**config.mk**
```make
export PLATFORM = sky130hd
export DESIGN_NAME = cfgs_stream_exec
export DESIGN_NICKNAME = d
export VERILOG_FILES = /design/src/rtl/cfgs_pkg.sv /design/src/rtl/cfgs_byte_fetch.sv /design/src/rtl/cfgs_phy_issue.sv /design/src/rtl/cfgs_stream_exec.sv
export SDC_FILE = /design/constraint.sdc
export NUM_CORES = 1
export LEC_CHECK = 0
export BUFFER_PORTS_ARGS = -buffer_cell sky130_fd_sc_hd__clkbuf_2
export CAP_MARGIN = 20
export CORE_MARGIN = 2
export CORE_UTILIZATION = 45
export DETAILED_ROUTE_END_ITERATION = 10
export PLACE_DENSITY_LB_ADDON = 0.2
export SLEW_MARGIN = 15
export SYNTH_ARGS = -nofsm -noshare
export SYNTH_HDL_FRONTEND = slang
export SYNTH_SLANG_ARGS = --single-unit
```
**constraint.sdc**
```tcl
create_clock -name clk -period 7.25 [get_ports clk]
set_input_delay 1.0875 -clock clk [delete_from_list [all_inputs] [get_ports clk]]
set_output_delay 1.0875 -clock clk [all_outputs]
set_load 0.01 [all_outputs]
```
**src/rtl/cfgs_pkg.sv**
```systemverilog
package cfgs_pkg;
    localparam logic [63:0] HDR_SIGNATURE = 64'h4452444445415448;

    localparam logic [7:0] OPC_WR0   = 8'd0;
    localparam logic [7:0] OPC_WR1   = 8'd1;
    localparam logic [7:0] OPC_WRB   = 8'd2;
    localparam logic [7:0] OPC_BURST = 8'd3;
    localparam logic [7:0] OPC_TRN0  = 8'd4;
    localparam logic [7:0] OPC_TRN1  = 8'd5;

    typedef enum logic [1:0] {
        FAULT_NONE   = 2'd0,
        FAULT_SIG    = 2'd1,
        FAULT_OPCODE = 2'd2,
        FAULT_TRAIN  = 2'd3
    } fault_e;

    typedef enum logic [3:0] {
        ST_IDLE, ST_SIG, ST_INFO, ST_SPARE, ST_COUNT,
        ST_RECHDR, ST_WDATA, ST_WRITE, ST_BLEN, ST_BDATA,
        ST_BWRITE, ST_TRAIN
    } walk_e;

    typedef struct packed {
        logic [7:0]  opc;
        logic [23:0] idx;
    } rec_word_t;

    function automatic logic [1:0] port_mask(input logic [7:0] opc);
        case (opc)
            OPC_WR0: port_mask = 2'b01;
            OPC_WR1: port_mask = 2'b10;
            default: port_mask = 2'b11;
        endcase
    endfunction
endpackage

```
**src/rtl/cfgs_byte_fetch.sv**
```systemverilog
module cfgs_byte_fetch #(
    parameter int MEM_AW = 16
) (
    input  logic              clk,
    input  logic              rst,
    input  logic              ptr_load,
    input  logic [MEM_AW-1:0] ptr_base,
    input  logic              go,
    input  logic [3:0]        nbytes,
    input  logic              rvalid,
    input  logic [7:0]        rdata,
    output logic              rd,
    output logic [MEM_AW-1:0] addr,
    output logic              done,
    output logic [63:0]       value
);
    logic              active;
    logic [3:0]        cnt;
    logic [3:0]        want;
    logic [MEM_AW-1:0] ptr;
    logic [63:0]       acc;

    always_ff @(posedge clk) begin
        if (rst) begin
            active <= 1'b0;
            cnt    <= '0;
            want   <= '0;
            ptr    <= '0;
            acc    <= '0;
            done   <= 1'b0;
        end else begin
            done <= 1'b0;
            if (ptr_load) ptr <= ptr_base;
            if (go) begin
                active <= 1'b1;
                cnt    <= '0;
                want   <= nbytes;
                acc    <= '0;
            end else if (active && rvalid) begin
                acc[cnt[2:0]*8 +: 8] <= rdata;
                ptr <= ptr + 1'b1;
                cnt <= cnt + 4'd1;
                if (cnt == want - 4'd1) begin
                    active <= 1'b0;
                    done   <= 1'b1;
                end
            end
        end
    end

    assign rd    = active;
    assign addr  = ptr;
    assign value = acc;
endmodule

```
**src/rtl/cfgs_phy_issue.sv**
```systemverilog
module cfgs_phy_issue #(
    parameter int NPHY = 2,
    parameter int PA_W = 25,
    parameter int DW   = 16
) (
    input  logic            clk,
    input  logic            rst,
    input  logic            go,
    input  logic [NPHY-1:0] mask,
    input  logic [PA_W-1:0] addr_in,
    input  logic [DW-1:0]   data_in,
    input  logic [NPHY-1:0] ready,
    output logic [NPHY-1:0] valid,
    output logic [PA_W-1:0] addr,
    output logic [DW-1:0]   data,
    output logic            idle
);
    logic [NPHY-1:0] pend;

    for (genvar p = 0; p < NPHY; p++) begin : g_port
        always_ff @(posedge clk) begin
            if (rst)                     pend[p] <= 1'b0;
            else if (go)                 pend[p] <= mask[p];
            else if (pend[p] && ready[p]) pend[p] <= 1'b0;
        end
    end

    always_ff @(posedge clk) begin
        if (rst) begin
            addr <= '0;
            data <= '0;
        end else if (go) begin
            addr <= addr_in;
            data <= data_in;
        end
    end

    assign valid = pend;
    assign idle  = (pend == '0);
endmodule

```
**src/rtl/cfgs_stream_exec.sv**
```systemverilog
module cfgs_stream_exec
    import cfgs_pkg::*;
#(
    parameter int MEM_AW = 16,
    parameter int NPHY   = 2,
    parameter int IDX_W  = 24,
    parameter int DW     = 16,
    localparam int PA_W  = IDX_W + 1
) (
    input  logic              clk,
    input  logic              rst,
    input  logic              start_i,
    input  logic [MEM_AW-1:0] base_i,
    output logic              mem_rd_o,
    output logic [MEM_AW-1:0] mem_addr_o,
    input  logic              mem_rvalid_i,
    input  logic [7:0]        mem_rdata_i,
    output logic [NPHY-1:0]   wr_valid_o,
    input  logic [NPHY-1:0]   wr_ready_i,
    output logic [PA_W-1:0]   wr_addr_o,
    output logic [DW-1:0]     wr_data_o,
    output logic [NPHY-1:0]   train_req_o,
    input  logic              train_ok_i,
    input  logic              train_fail_i,
    output logic              done_o,
    output logic              err_o,
    output logic [1:0]        err_code_o
);
    walk_e       st, nxt;
    logic [31:0] recs_left, burst_left;
    logic [7:0]  cur_opc;
    logic [PA_W-1:0] cur_addr;
    logic        done_q, err_q;
    fault_e      code_q, fault_c;

    logic        f_go, f_ld, f_done;
    logic [3:0]  f_n;
    logic [63:0] f_val;
    logic        w_go, w_idle;
    logic [NPHY-1:0] w_mask;
    logic        rec_end, fin_ok, fin_err;
    rec_word_t   rw;

    assign rw = rec_word_t'(f_val[31:0]);

    cfgs_byte_fetch #(.MEM_AW(MEM_AW)) u_fetch (
        .clk(clk), .rst(rst), .ptr_load(f_ld), .ptr_base(base_i),
        .go(f_go), .nbytes(f_n), .rvalid(mem_rvalid_i), .rdata(mem_rdata_i),
        .rd(mem_rd_o), .addr(mem_addr_o), .done(f_done), .value(f_val)
    );

    cfgs_phy_issue #(.NPHY(NPHY), .PA_W(PA_W), .DW(DW)) u_issue (
        .clk(clk), .rst(rst), .go(w_go), .mask(w_mask),
        .addr_in(cur_addr), .data_in(f_val[DW-1:0]), .ready(wr_ready_i),
        .valid(wr_valid_o), .addr(wr_addr_o), .data(wr_data_o), .idle(w_idle)
    );

    always_comb begin
        nxt     = st;
        f_go    = 1'b0;
        f_ld    = 1'b0;
        f_n     = 4'd0;
        w_go    = 1'b0;
        w_mask  = '0;
        rec_end = 1'b0;
        fin_ok  = 1'b0;
        fin_err = 1'b0;
        fault_c = FAULT_NONE;
        case (st)
            ST_IDLE: if (start_i) begin
                f_ld = 1'b1; f_go = 1'b1; f_n = 4'd8; nxt = ST_SIG;
            end
            ST_SIG: if (f_done) begin
                if (f_val == HDR_SIGNATURE) begin
                    f_go = 1'b1; f_n = 4'd4; nxt = ST_INFO;
                end else begin
                    fin_err = 1'b1; fault_c = FAULT_SIG;
                end
            end
            ST_INFO: if (f_done) begin
                f_go = 1'b1; f_n = 4'd8; nxt = ST_SPARE;
            end
            ST_SPARE: if (f_done) begin
                f_go = 1'b1; f_n = 4'd4; nxt = ST_COUNT;
            end
            ST_COUNT: if (f_done) begin
                if (f_val[31:0] == 32'd0) fin_ok = 1'b1;
                else begin f_go = 1'b1; f_n = 4'd4; nxt = ST_RECHDR; end
            end
            ST_RECHDR: if (f_done) begin
                case (rw.opc)
                    OPC_WR0, OPC_WR1, OPC_WRB: begin
                        f_go = 1'b1; f_n = 4'd2; nxt = ST_WDATA;
                    end
                    OPC_BURST: begin
                        f_go = 1'b1; f_n = 4'd4; nxt = ST_BLEN;
                    end
                    OPC_TRN0, OPC_TRN1: nxt = ST_TRAIN;
                    default: begin fin_err = 1'b1; fault_c = FAULT_OPCODE; end
                endcase
            end
            ST_WDATA: if (f_done) begin
                w_go = 1'b1; w_mask = port_mask(cur_opc); nxt = ST_WRITE;
            end
            ST_WRITE: if (w_idle) rec_end = 1'b1;
            ST_BLEN: if (f_done) begin
                if (f_val[31:0] == 32'd0) rec_end = 1'b1;
                else begin f_go = 1'b1; f_n = 4'd2; nxt = ST_BDATA; end
            end
            ST_BDATA: if (f_done) begin
                w_go = 1'b1; w_mask = '1; nxt = ST_BWRITE;
            end
            ST_BWRITE: if (w_idle) begin
                if (burst_left == 32'd1) rec_end = 1'b1;
                else begin f_go = 1'b1; f_n = 4'd2; nxt = ST_BDATA; end
            end
            ST_TRAIN: begin
                if (train_fail_i) begin fin_err = 1'b1; fault_c = FAULT_TRAIN; end
                else if (train_ok_i) rec_end = 1'b1;
            end
            default: nxt = ST_IDLE;
        endcase
        if (rec_end) begin
            if (recs_left == 32'd1) fin_ok = 1'b1;
            else begin f_go = 1'b1; f_n = 4'd4; nxt = ST_RECHDR; end
        end
        if (fin_ok || fin_err) nxt = ST_IDLE;
    end

    always_ff @(posedge clk) begin
        if (rst) begin
            st         <= ST_IDLE;
            recs_left  <= '0;
            burst_left <= '0;
            cur_opc    <= '0;
            cur_addr   <= '0;
            done_q     <= 1'b0;
            err_q      <= 1'b0;
            code_q     <= FAULT_NONE;
        end else begin
            st     <= nxt;
            done_q <= fin_ok;
            err_q  <= fin_err;
            if (st == ST_IDLE && start_i) code_q <= FAULT_NONE;
            if (fin_err) code_q <= fault_c;
            if (st == ST_COUNT && f_done) recs_left <= f_val[31:0];
            else if (rec_end) recs_left <= recs_left - 32'd1;
            if (st == ST_RECHDR && f_done) begin
                cur_opc  <= rw.opc;
                cur_addr <= {rw.idx, 1'b0};
            end
            if (st == ST_BLEN && f_done) burst_left <= f_val[31:0];
            if (st == ST_BWRITE && w_idle && burst_left != 32'd1) begin
                burst_left <= burst_left - 32'd1;
                cur_addr   <= cur_addr + 2'd2;
            end
        end
    end

    assign train_req_o = (st == ST_TRAIN) ?
                         ((cur_opc == OPC_TRN0) ? 2'b01 : 2'b10) : '0;
    assign done_o      = done_q;
    assign err_o       = err_q;
    assign err_code_o  = code_q;
endmodule

```
[Yosys cells after proc, flatten, opt, wreduce, memory -nomap -nowiden]
Cells that the tools add are included.
Storage, ports and cells
  register bits: 238
  output and inout bits: 66
  logic and storage cells: 184
Cells by class
  reductions and logical operators: 35
  shift-type cells: 2
  bitwise logic cells: 1
  equality and inequality tests: 23
  muxes and demuxes: 98
  add/subtract/negate cells: 7
Operators with widths (count)
  32-bit 2-to-1 mux: 4
  4-bit 2-to-1 mux: 20
  64-bit bitwise mux: 1
  32-bit by 1-bit == test with 1-bit output, second input constant: 2
  64-bit by 63-bit == test with 1-bit output, second input constant: 1
  8-bit by 34-bit variable shift with 64-bit output, first input constant: 1
  8-bit by 34-bit indexed part select with 64-bit output: 1
  32-bit by 1-bit subtractor with 32-bit output, second input constant: 2
  25-bit 2-to-1 mux: 2
  16-bit 2-to-1 mux: 3
  4-bit case mux with 11 select lines: 1
  1-bit 2-to-1 mux: 39
  6-bit negation with 34-bit output: 1
  32-bit logical NOT: 1
  32-bit by 1-bit inequality test with 1-bit output, second input constant: 1
  4-bit case mux with 8 select lines: 1
  2-bit 2-to-1 mux: 13
  25-bit by 2-bit adder with 25-bit output, second input constant: 1
  8-bit by 3-bit == test with 1-bit output, second input constant: 3
  3-bit 2-to-1 mux: 6
  16-bit by 1-bit adder with 16-bit output, second input constant: 1
  4-bit by 3-bit == test with 1-bit output, second input constant: 4
  4-bit == test, second input constant: 4
  8-bit by 1-bit == test with 1-bit output, second input constant: 2
  other kinds (25): 51

[Logic depth before layout (Yosys ltp)]
Gate-level depths: netlist (run 1).
  depth after elaboration: 9
  mapped depth: 11
  depth with buffers taken out: 8

[By module]
A second synthesis (run 1) with hierarchy kept.
Unflattened totals
  cells, all modules: 1425
  area, all modules: 11846.4 um2
By module, submodules not included
  cfgs_stream_exec: area each 6342.3 um2, times used 1, cells each 843
  cfgs_byte_fetch: area each 3978.8 um2, times used 1, cells each 440
  cfgs_phy_issue: area each 1525.2 um2, times used 1, cells each 142

[Worst setup path after synthesis (run 1)]
Ideal clock, no wire load.
  kind: register to register
  start point: register u_fetch.acc[31] (netlist: u_fetch.value[31])
  end point: register u_fetch.ptr[0] (netlist: u_fetch.addr[0])
  library setup time: 0.135 ns
  cell stages (with the launch flop): 10
  required time: 7.115 ns
  arrival: 2.651 ns
  setup slack: 4.465 ns
  cell sequence: dfxtp_1 > or4_1 > buf_2 > or3_4 > nor4_4 > a221oi_2 > or2_1 > clkbuf_1 > a221oi_1 > a311oi_1
On the way
  longest elaborated chain between the ends: 8
  elaborated cells between the ends (all ways): 20
  those cells by class: eq/ne: 4; mux: 13; reduce/logical: 3
Ends and longest elaborated chain
  start: declaration: RTL line cfgs_byte_fetch.sv:21  | logic [63:0] acc;
  start signal: indexed assignment: RTL line cfgs_byte_fetch.sv:40  | acc[cnt[2:0]*8 +: 8] <= rdata;
  8-bit by 2-bit == test with 1-bit output (tied with other cells): RTL line cfgs_stream_exec.sv:91  | case (rw.opc)
  4-bit OR reduction (no source line)
  1-bit 2-to-1 mux: RTL line cfgs_stream_exec.sv:91
  1-bit 2-to-1 mux: RTL line cfgs_stream_exec.sv:90  | ST_RECHDR: if (f_done) begin
  1-bit case mux with 6 select lines: RTL line cfgs_stream_exec.sv:69  | case (st)
  1-bit 2-to-1 mux: RTL line cfgs_stream_exec.sv:124  | if (recs_left == 32'd1) fin_ok = 1'b1;
  1-bit 2-to-1 mux (*): RTL line cfgs_stream_exec.sv:123  | if (rec_end) begin
  16-bit 2-to-1 mux (*): RTL line cfgs_byte_fetch.sv:34  | if (go) begin
  end signal: assignment: RTL line cfgs_byte_fetch.sv:33  | if (ptr_load) ptr <= ptr_base;
  end signal: assignment: RTL line cfgs_byte_fetch.sv:41  | ptr <= ptr + 1'b1;
  end: declaration: RTL line cfgs_byte_fetch.sv:20  | logic [MEM_AW-1:0] ptr;
Mark *: on every way between the ends. The rest lies on a longest branch, timed or not.
A chain may end at the register's enable or synchronous reset.

[Final worst setup path (run 1)]
  start point: register st[1]
  end point: register u_fetch.acc[16] (netlist: u_fetch.value[16])
On the way
  longest elaborated chain between the ends: 6
  elaborated cells between the ends (all ways): 17
  those cells by class: eq/ne: 9; mux: 4; reduce/logical: 4
Ends and longest elaborated chain
  start: declaration: RTL line cfgs_stream_exec.sv:29  | walk_e st, nxt;
  start signal: assignment: RTL line cfgs_stream_exec.sv:141  | st <= nxt;
  4-bit by 3-bit == test with 1-bit output (tied with other cells): RTL line cfgs_stream_exec.sv:69
  2-bit OR reduction (no source line)
  1-bit case mux with 6 select lines: RTL line cfgs_stream_exec.sv:69
  1-bit 2-to-1 mux: RTL line cfgs_stream_exec.sv:124
  1-bit 2-to-1 mux (*): RTL line cfgs_stream_exec.sv:123
  2-bit OR reduction (no source line) (*)
Marks and branches as above.

==> results of run 1 <==
==> worst max-delay path, stage by stage (launching register included) <==
cell and delay [ns]:
dfxtp_1 0.69, nor2_1 0.24, and3_1 0.24, buf_4 0.24, a221oi_4 0.25, buf_4 0.36
or2_1 0.80, nand3b_4 0.76, a21oi_1 0.35
==> per-stage QoR <==
step | instances | hold WS (ns) | setup WS [ns] | util | cell area [µm²]
floorplan | 1474 | 0.436 | 4.46 | - | 11600
global placement | 1813 | 0.438 | 3.26 | 0.483 | 12200
detailed placement | 1813 | 0.443 | 3.20 | 0.483 | 12200
CTS | 1858 | 0.451 | 3.29 | 0.519 | 13100
global route | 1858 | 0.460 | 2.86 | 0.519 | 13100
finish | 1858 | 0.447 | 3.19 | 0.519 | 13100
==> cell type report <==
type                            instances  area (µm²)  share of cell area
Tap cell                              330         413              0.0315
Timing Repair Buffer                  111         596              0.0454
Sequential cell                       235        4700               0.359
Inverter                               21        78.8             0.00601
Multi-Input combinational cell       1116        6410               0.489
Clock inverter                         13         198              0.0151
Clock buffer                           32         703              0.0537
==> cells in the final DEF, fill, tap and decap left out, types with 6 or more instances in the layout <==
master,n
nor2_1,200
nand2_1,215
nand4b_1,6
clkbuf_2,95
o311ai_0,7
xnor2_1,12
nor4_1,27
nor3b_1,8
nand3b_1,6
clkbuf_16,26
o21ai_0,47
or3_1,16
a311oi_1,8
mux2i_1,50
nor4b_1,11
nor3_1,43
dfxtp_1,235
and2_1,19
and3_1,14
inv_1,21
nand2b_1,7
ha_1,10
nor4bb_1,6
nand3_1,54
xor2_1,6
nand4_1,18
a21oi_1,124
a221oi_1,15
a211oi_1,19
a31oi_1,39
buf_4,16
nor2b_1,8
o211ai_1,19
a22oi_1,10
a32oi_1,11
or4_1,14
==> kinds of logic after synthesis <==
| family | Yosys count | share of synthesized area |
|---|---|---|
| fa+ha+maj | 11 | 0.0117 |
| flops | 235 | 0.406 |
| other cells | 1 | 0.000324 |
| simple gates | 694 | 0.290 |
| mux | 54 | 0.0471 |
| xor+xnor | 18 | 0.0136 |
| compound gates | 338 | 0.188 |
| buf+inv | 123 | 0.0429 |
==> layer usage <==
metal  part of all wire  GRT usage  vias up
met5                  0          0        -
met1               0.45      0.369     5353
li1                   -          -     5415
met4              0.033     0.0858        0
met3              0.080     0.0392       73
met2               0.44      0.408      461
==> worst max-delay path by stage <==
stage,startpoint,end,cells past startpoint
2_1_floorplan,u_fetch.value[31],u_fetch.addr[0],9
3_3_place_gp,train_fail_i,u_fetch.value[17],9
3_5_place_dp,train_fail_i,u_fetch.value[20],9
4_1_cts,st[1],u_fetch.value[20],8
5_1_grt,st[1],u_fetch.value[18],8
6_report,st[1],u_fetch.value[16],8
==> state kept, by name (all words and copies together) (netlist names) <==
register	cells
u_fetch.done	1
u_issue.addr	24
u_fetch.value	64
u_fetch.cnt	4
recs_left	32
burst_left	32
u_fetch.want	3
u_fetch.rd	1
err_o	1
u_fetch.addr	16
u_issue.data	16
cur_addr	24
u_issue.valid	2
done_o	1
cur_opc	8
err_code_o	2
st	4
==> report_power, final <==
group	internal, µW	switching [µW]
clock network	833	554
logic	35.3	71.9
registers	1300	17.4
total	2170	644
==> flow_metrics.tcl, run 1 <==
set metrics [dict create \
    fin_crit_ns 4.06 \
    synth_top_area_cell "dfxtp_1" \
    clock_latency_ns 0.55 \
    fillers 2463 \
    slew_headroom 0.263 \
    synth_cell_types 71 \
    drc 0 \
    critPathRequiredTime_ns 7.70 \
    die-area_um2 27100 \
    synth_nets 1516 \
    cp_max_fo 69 \
    synth_flop_cell "dfxtp_1" \
    maxSlewViolCount 0 \
    worstReg2RegStart "st[1]" \
    dp_hpwl_um 23600 \
    leakage_uw 0.00467 \
    synth_top_area_frac 0.406 \
    r2r_end "u_fetch.value[16]" \
    ys_ff_latch 235 \
    status "completed" \
    hold_violations 0 \
    min_from "u_issue.addr[21]" \
    cts_tree "done" \
    worstPathArrival_ns 4.51 \
    routabilityCongestion 0.878 \
    cts_buffer_depth 3 \
    postSynthAreaPerCell_um2 7.86 \
    holdPathEnd "u_issue.addr[21]" \
    vias 11300 \
    antenna_found_initial 0 \
    clk_pin_slew_ns 0.06 \
    grt_pass1_vias 10300 \
    drv_cap 0 \
    synth_async_sr_flop_share 0 \
    powerDensity_nw_per_um2 215 \
    antenna_left 0 \
    critPathKind "flop to flop" \
    rr_worst_depth 8 \
    rsz0062_at_grt "false" \
    cp-end-kind "flop" \
    drive_gt1_frac 0.116 \
    synthTopCellsByArea "dfxtp_1, nand2_1, nor2_1" \
    synth_top_cells_by_count "dfxtp_1, nand2_1, nor2_1" \
    postCtsResizedCells 0 \
    ys_seq_area_frac 0.406 \
    post_drt_wl_per_cell_um 19.4 \
    hp-class "flop to flop" \
    grt.total_usage 0.261 \
    drt_wl_total_um 36100 \
    grt_max_degree 104 \
    netlist_area_um2 11600 \
    drtPass1Iterations 6 \
    worst_slew_pin_slew_ns 1.10 \
    setup_viol 0 \
    htree_levels 1 \
    core.rowCount 58 \
    initial_utilization 0.459 \
    grt_pass1_wl_um 55900 \
    r2r_slack_ns 3.19 \
    core-area_um2 25300 \
    cts-root-buf "clkbuf_16" \
    ios 98 \
    finClkSkew_ns 0.0221 \
    finalPower_uw 2810 \
    antenna_cells 0 \
    die_h_um 164 \
    numClockSinks 235 \
    synthCells 1474 \
    io_buffers 96 \
    drtIter0Drc 1339 \
    postCtsHoldBufs 0 \
    synth_edf_count 0 \
    post-cts-setup-buffers 0 \
    cts-buffers-inserted 26 \
    holdPathStages 2 \
    start_kind "flop" \
    period_share 0.559 \
    yosysMostFrequentCell "dfxtp_1" \
    die_x_um 164 \
    area_delta_synth_final_pct 13.1 \
    overflow 0 \
    yosysWarnings 0 \
    irDropWorstVdd_mv 0.161 \
    vias_per_cell 6.08 \
    nets 1553 \
    fin_setup_tns_ns 0 \
    clock.fmax_mhz 247 \
]
No activity file was read; power rests on OpenSTA's default activity.
==> run 2, diff against run 1 <==
--- a/config.mk
+++ b/config.mk
@@ -5,6 +5,7 @@
 export SDC_FILE = /design/constraint.sdc
 export NUM_CORES = 1
 export LEC_CHECK = 0
+export ABC_AREA = 1
 export BUFFER_PORTS_ARGS = -buffer_cell sky130_fd_sc_hd__clkbuf_2
 export CAP_MARGIN = 20
 export CORE_MARGIN = 2
==> constraint.sdc (replaced) <==
create_clock -name clk -period 3.9 [get_ports clk]
set_input_delay 0.585 -clock clk [delete_from_list [all_inputs] [get_ports clk]]
set_output_delay 0.585 -clock clk [all_outputs]
set_load 0.01 [all_outputs]
==> run 2 against run 1 <==
Effect of this change: non-clock buffer count down 1; critical path depth grew 2; fmax increased by 31%; global-route usage increased by 0.86 points; sequential cell count stayed put.
==> flow_metrics.tcl, run 2 <==
set metrics [dict create \
    status "completed" \
    nets 2063 \
    synthCells 1966 \
    core-area_um2 27800 \
    hp-class "input port to flop" \
    worstReg2RegStart "u_fetch.cnt[0]" \
    setup_viol 0 \
    overflow 0 \
    cp-end-kind "flop" \
    grt_pass1_wl_um 63200 \
    synth_top_area_frac 0.370 \
    ys_seq_area_frac 0.370 \
    cts-root-buf "clkbuf_16" \
    grt.total_usage 0.269 \
    initial_utilization 0.458 \
    largest_register_ff_count 64 \
    clock_latency_ns 0.54 \
    grt_max_degree 87 \
    grt_pass1_vias 11700 \
    maxSlewViolCount 0 \
    worst_slew_pin_slew_ns 0.921 \
    yosysWarnings 0 \
    synth_top_cells_by_count "nand2_1, nor2_1, dfxtp_1" \
    powerDensity_nw_per_um2 367 \
    antenna_left 0 \
    postCtsHoldBufs 0 \
    die_h_um 172 \
    fin_crit_ns 3.09 \
    area_delta_synth_final_pct 12.3 \
    vias 12800 \
    core.rowCount 61 \
    cp_max_fo 16 \
    critPathKind "flop to flop" \
    start_kind "flop" \
    finalPower_uw 5240 \
    ys_ff_latch 235 \
    synth_flop_cell "dfxtp_1" \
    numClockSinks 235 \
    layout_common_cells "nand2_1, nor2_1, dfxtp_1" \
    place_inst 2370 \
    antenna_found_initial 1 \
    synth_cell_types 44 \
    cp-startpoint "u_fetch.cnt[0]" \
    whs_ns 0.339 \
    drive_gt1_frac 0.105 \
    postCtsResizedCells 0 \
    synthTopCellsByArea "dfxtp_1, nand2_1, nor2_1" \
    postSynthAreaPerCell_um2 6.47 \
    finClkSkew_ns 0.00995 \
    drc 0 \
    fin_setup_tns_ns 0 \
    cts_buffer_depth 3 \
    min_from "wr_ready_i[0]" \
    synth_edf_count 0 \
    io_buffers 96 \
    leakage_uw 0.00623 \
    synth_nets 2008 \
    post-cts-setup-buffers 0 \
    critPathRequiredTime_ns 4.36 \
    htree_levels 1 \
    vias_per_cell 5.29 \
    rsz0062_at_grt "false" \
    worstPathArrival_ns 3.55 \
    irDropWorstVdd_mv 0.264 \
    die_x_um 172 \
    drv_cap 0 \
    hold_violations 0 \
    ios 98 \
    cts-buffers-inserted 27 \
    layout_commonest_cell "nand2_1" \
    yosysMostFrequentCell "nand2_1" \
    synth_async_sr_flop_share 0 \
    routabilityCongestion 0.928 \
    slew_headroom 0.386 \
    drtPass1Iterations 5 \
    fin_area_um2 14300 \
    netlist_area_um2 12700 \
    drt_wl_total_um 39800 \
    clk_pin_slew_ns 0.06 \
    cts_tree "done" \
    post_drt_wl_per_cell_um 16.5 \
    synth_top_area_cell "dfxtp_1" \
    final_cell_count_no_fill 2418 \
    die-area_um2 29600 \
    dp_hpwl_um 27900 \
    placed_area_um2 13400 \
    period_share 0.792 \
    drtIter0Drc 1049 \
    clock.fmax_mhz 324 \
    antenna_cells 0 \
]
[run 2: cell type report]
type                       instances  area (µm²)
fill                            2914       13500
multi-input combinational       1450        6900
clock buffer                      38         777
timing repair buffer             110         586
tap                              378         473
clock inverter                    10         104
sequential                       235        4700
inverter                         197         739
[run 2: final timing paths]
check | endpoint | slack (ns) | depth (start not counted)
max | u_fetch.value[17] | 0.81 | 10
min | u_issue.valid[0] | 0.34 | 4
max reg2reg | u_fetch.value[17] | 0.81 | 10
min reg2reg | u_fetch.value[41] | 0.46 | 2
[run 2: layer usage]
metal	share of wire	global-route usage
met3	0.068	0.0352
met5	0.00033	0
met4	0.028	0.0826
met1	0.46	0.379
met2	0.45	0.431
[run 2: where the power goes]
| part | total [µW] | switching, µW | internal [µW] | leakage, µW |
|---|---|---|---|---|
| combinational | 260 | 181 | 79.0 | 0.00389 |
| clock | 2530 | 1020 | 1510 | 0.000442 |
| sequential | 2450 | 27.9 | 2420 | 0.00190 |
| total | 5240 | 1230 | 4010 | 0.00623 |
[run 2: worst max-delay path, cell delays in order (launching register included)]
cell	delay (ns)
dfxtp_1	0.47
inv_1	0.16
ha_1	0.23
ha_1	0.24
nor2_1	0.40
inv_1	0.19
nor3_1	0.29
nand3_1	0.53
nor2_1	0.33
a21oi_1	0.06
nor2_1	0.12
[run 2: logic make-up after synthesis]
kind of cell / Yosys count / synth area share
other cells: 1 / 0.000295
compound gates: 338 / 0.142
buf+inv: 281 / 0.0883
xor+xnor: 64 / 0.0441
flops: 235 / 0.370
simple gates: 1030 / 0.340
mux: 7 / 0.00580
fa+ha+maj: 10 / 0.00984
[run 2: stage by stage]
stage | worst slack [ns] | util
detailed placement | 0.860 | 0.482
global route | 0.512 | 0.514
global placement | 0.936 | 0.482
CTS | 0.875 | 0.514
floorplan | 1.58 | -
finish | 0.810 | 0.514
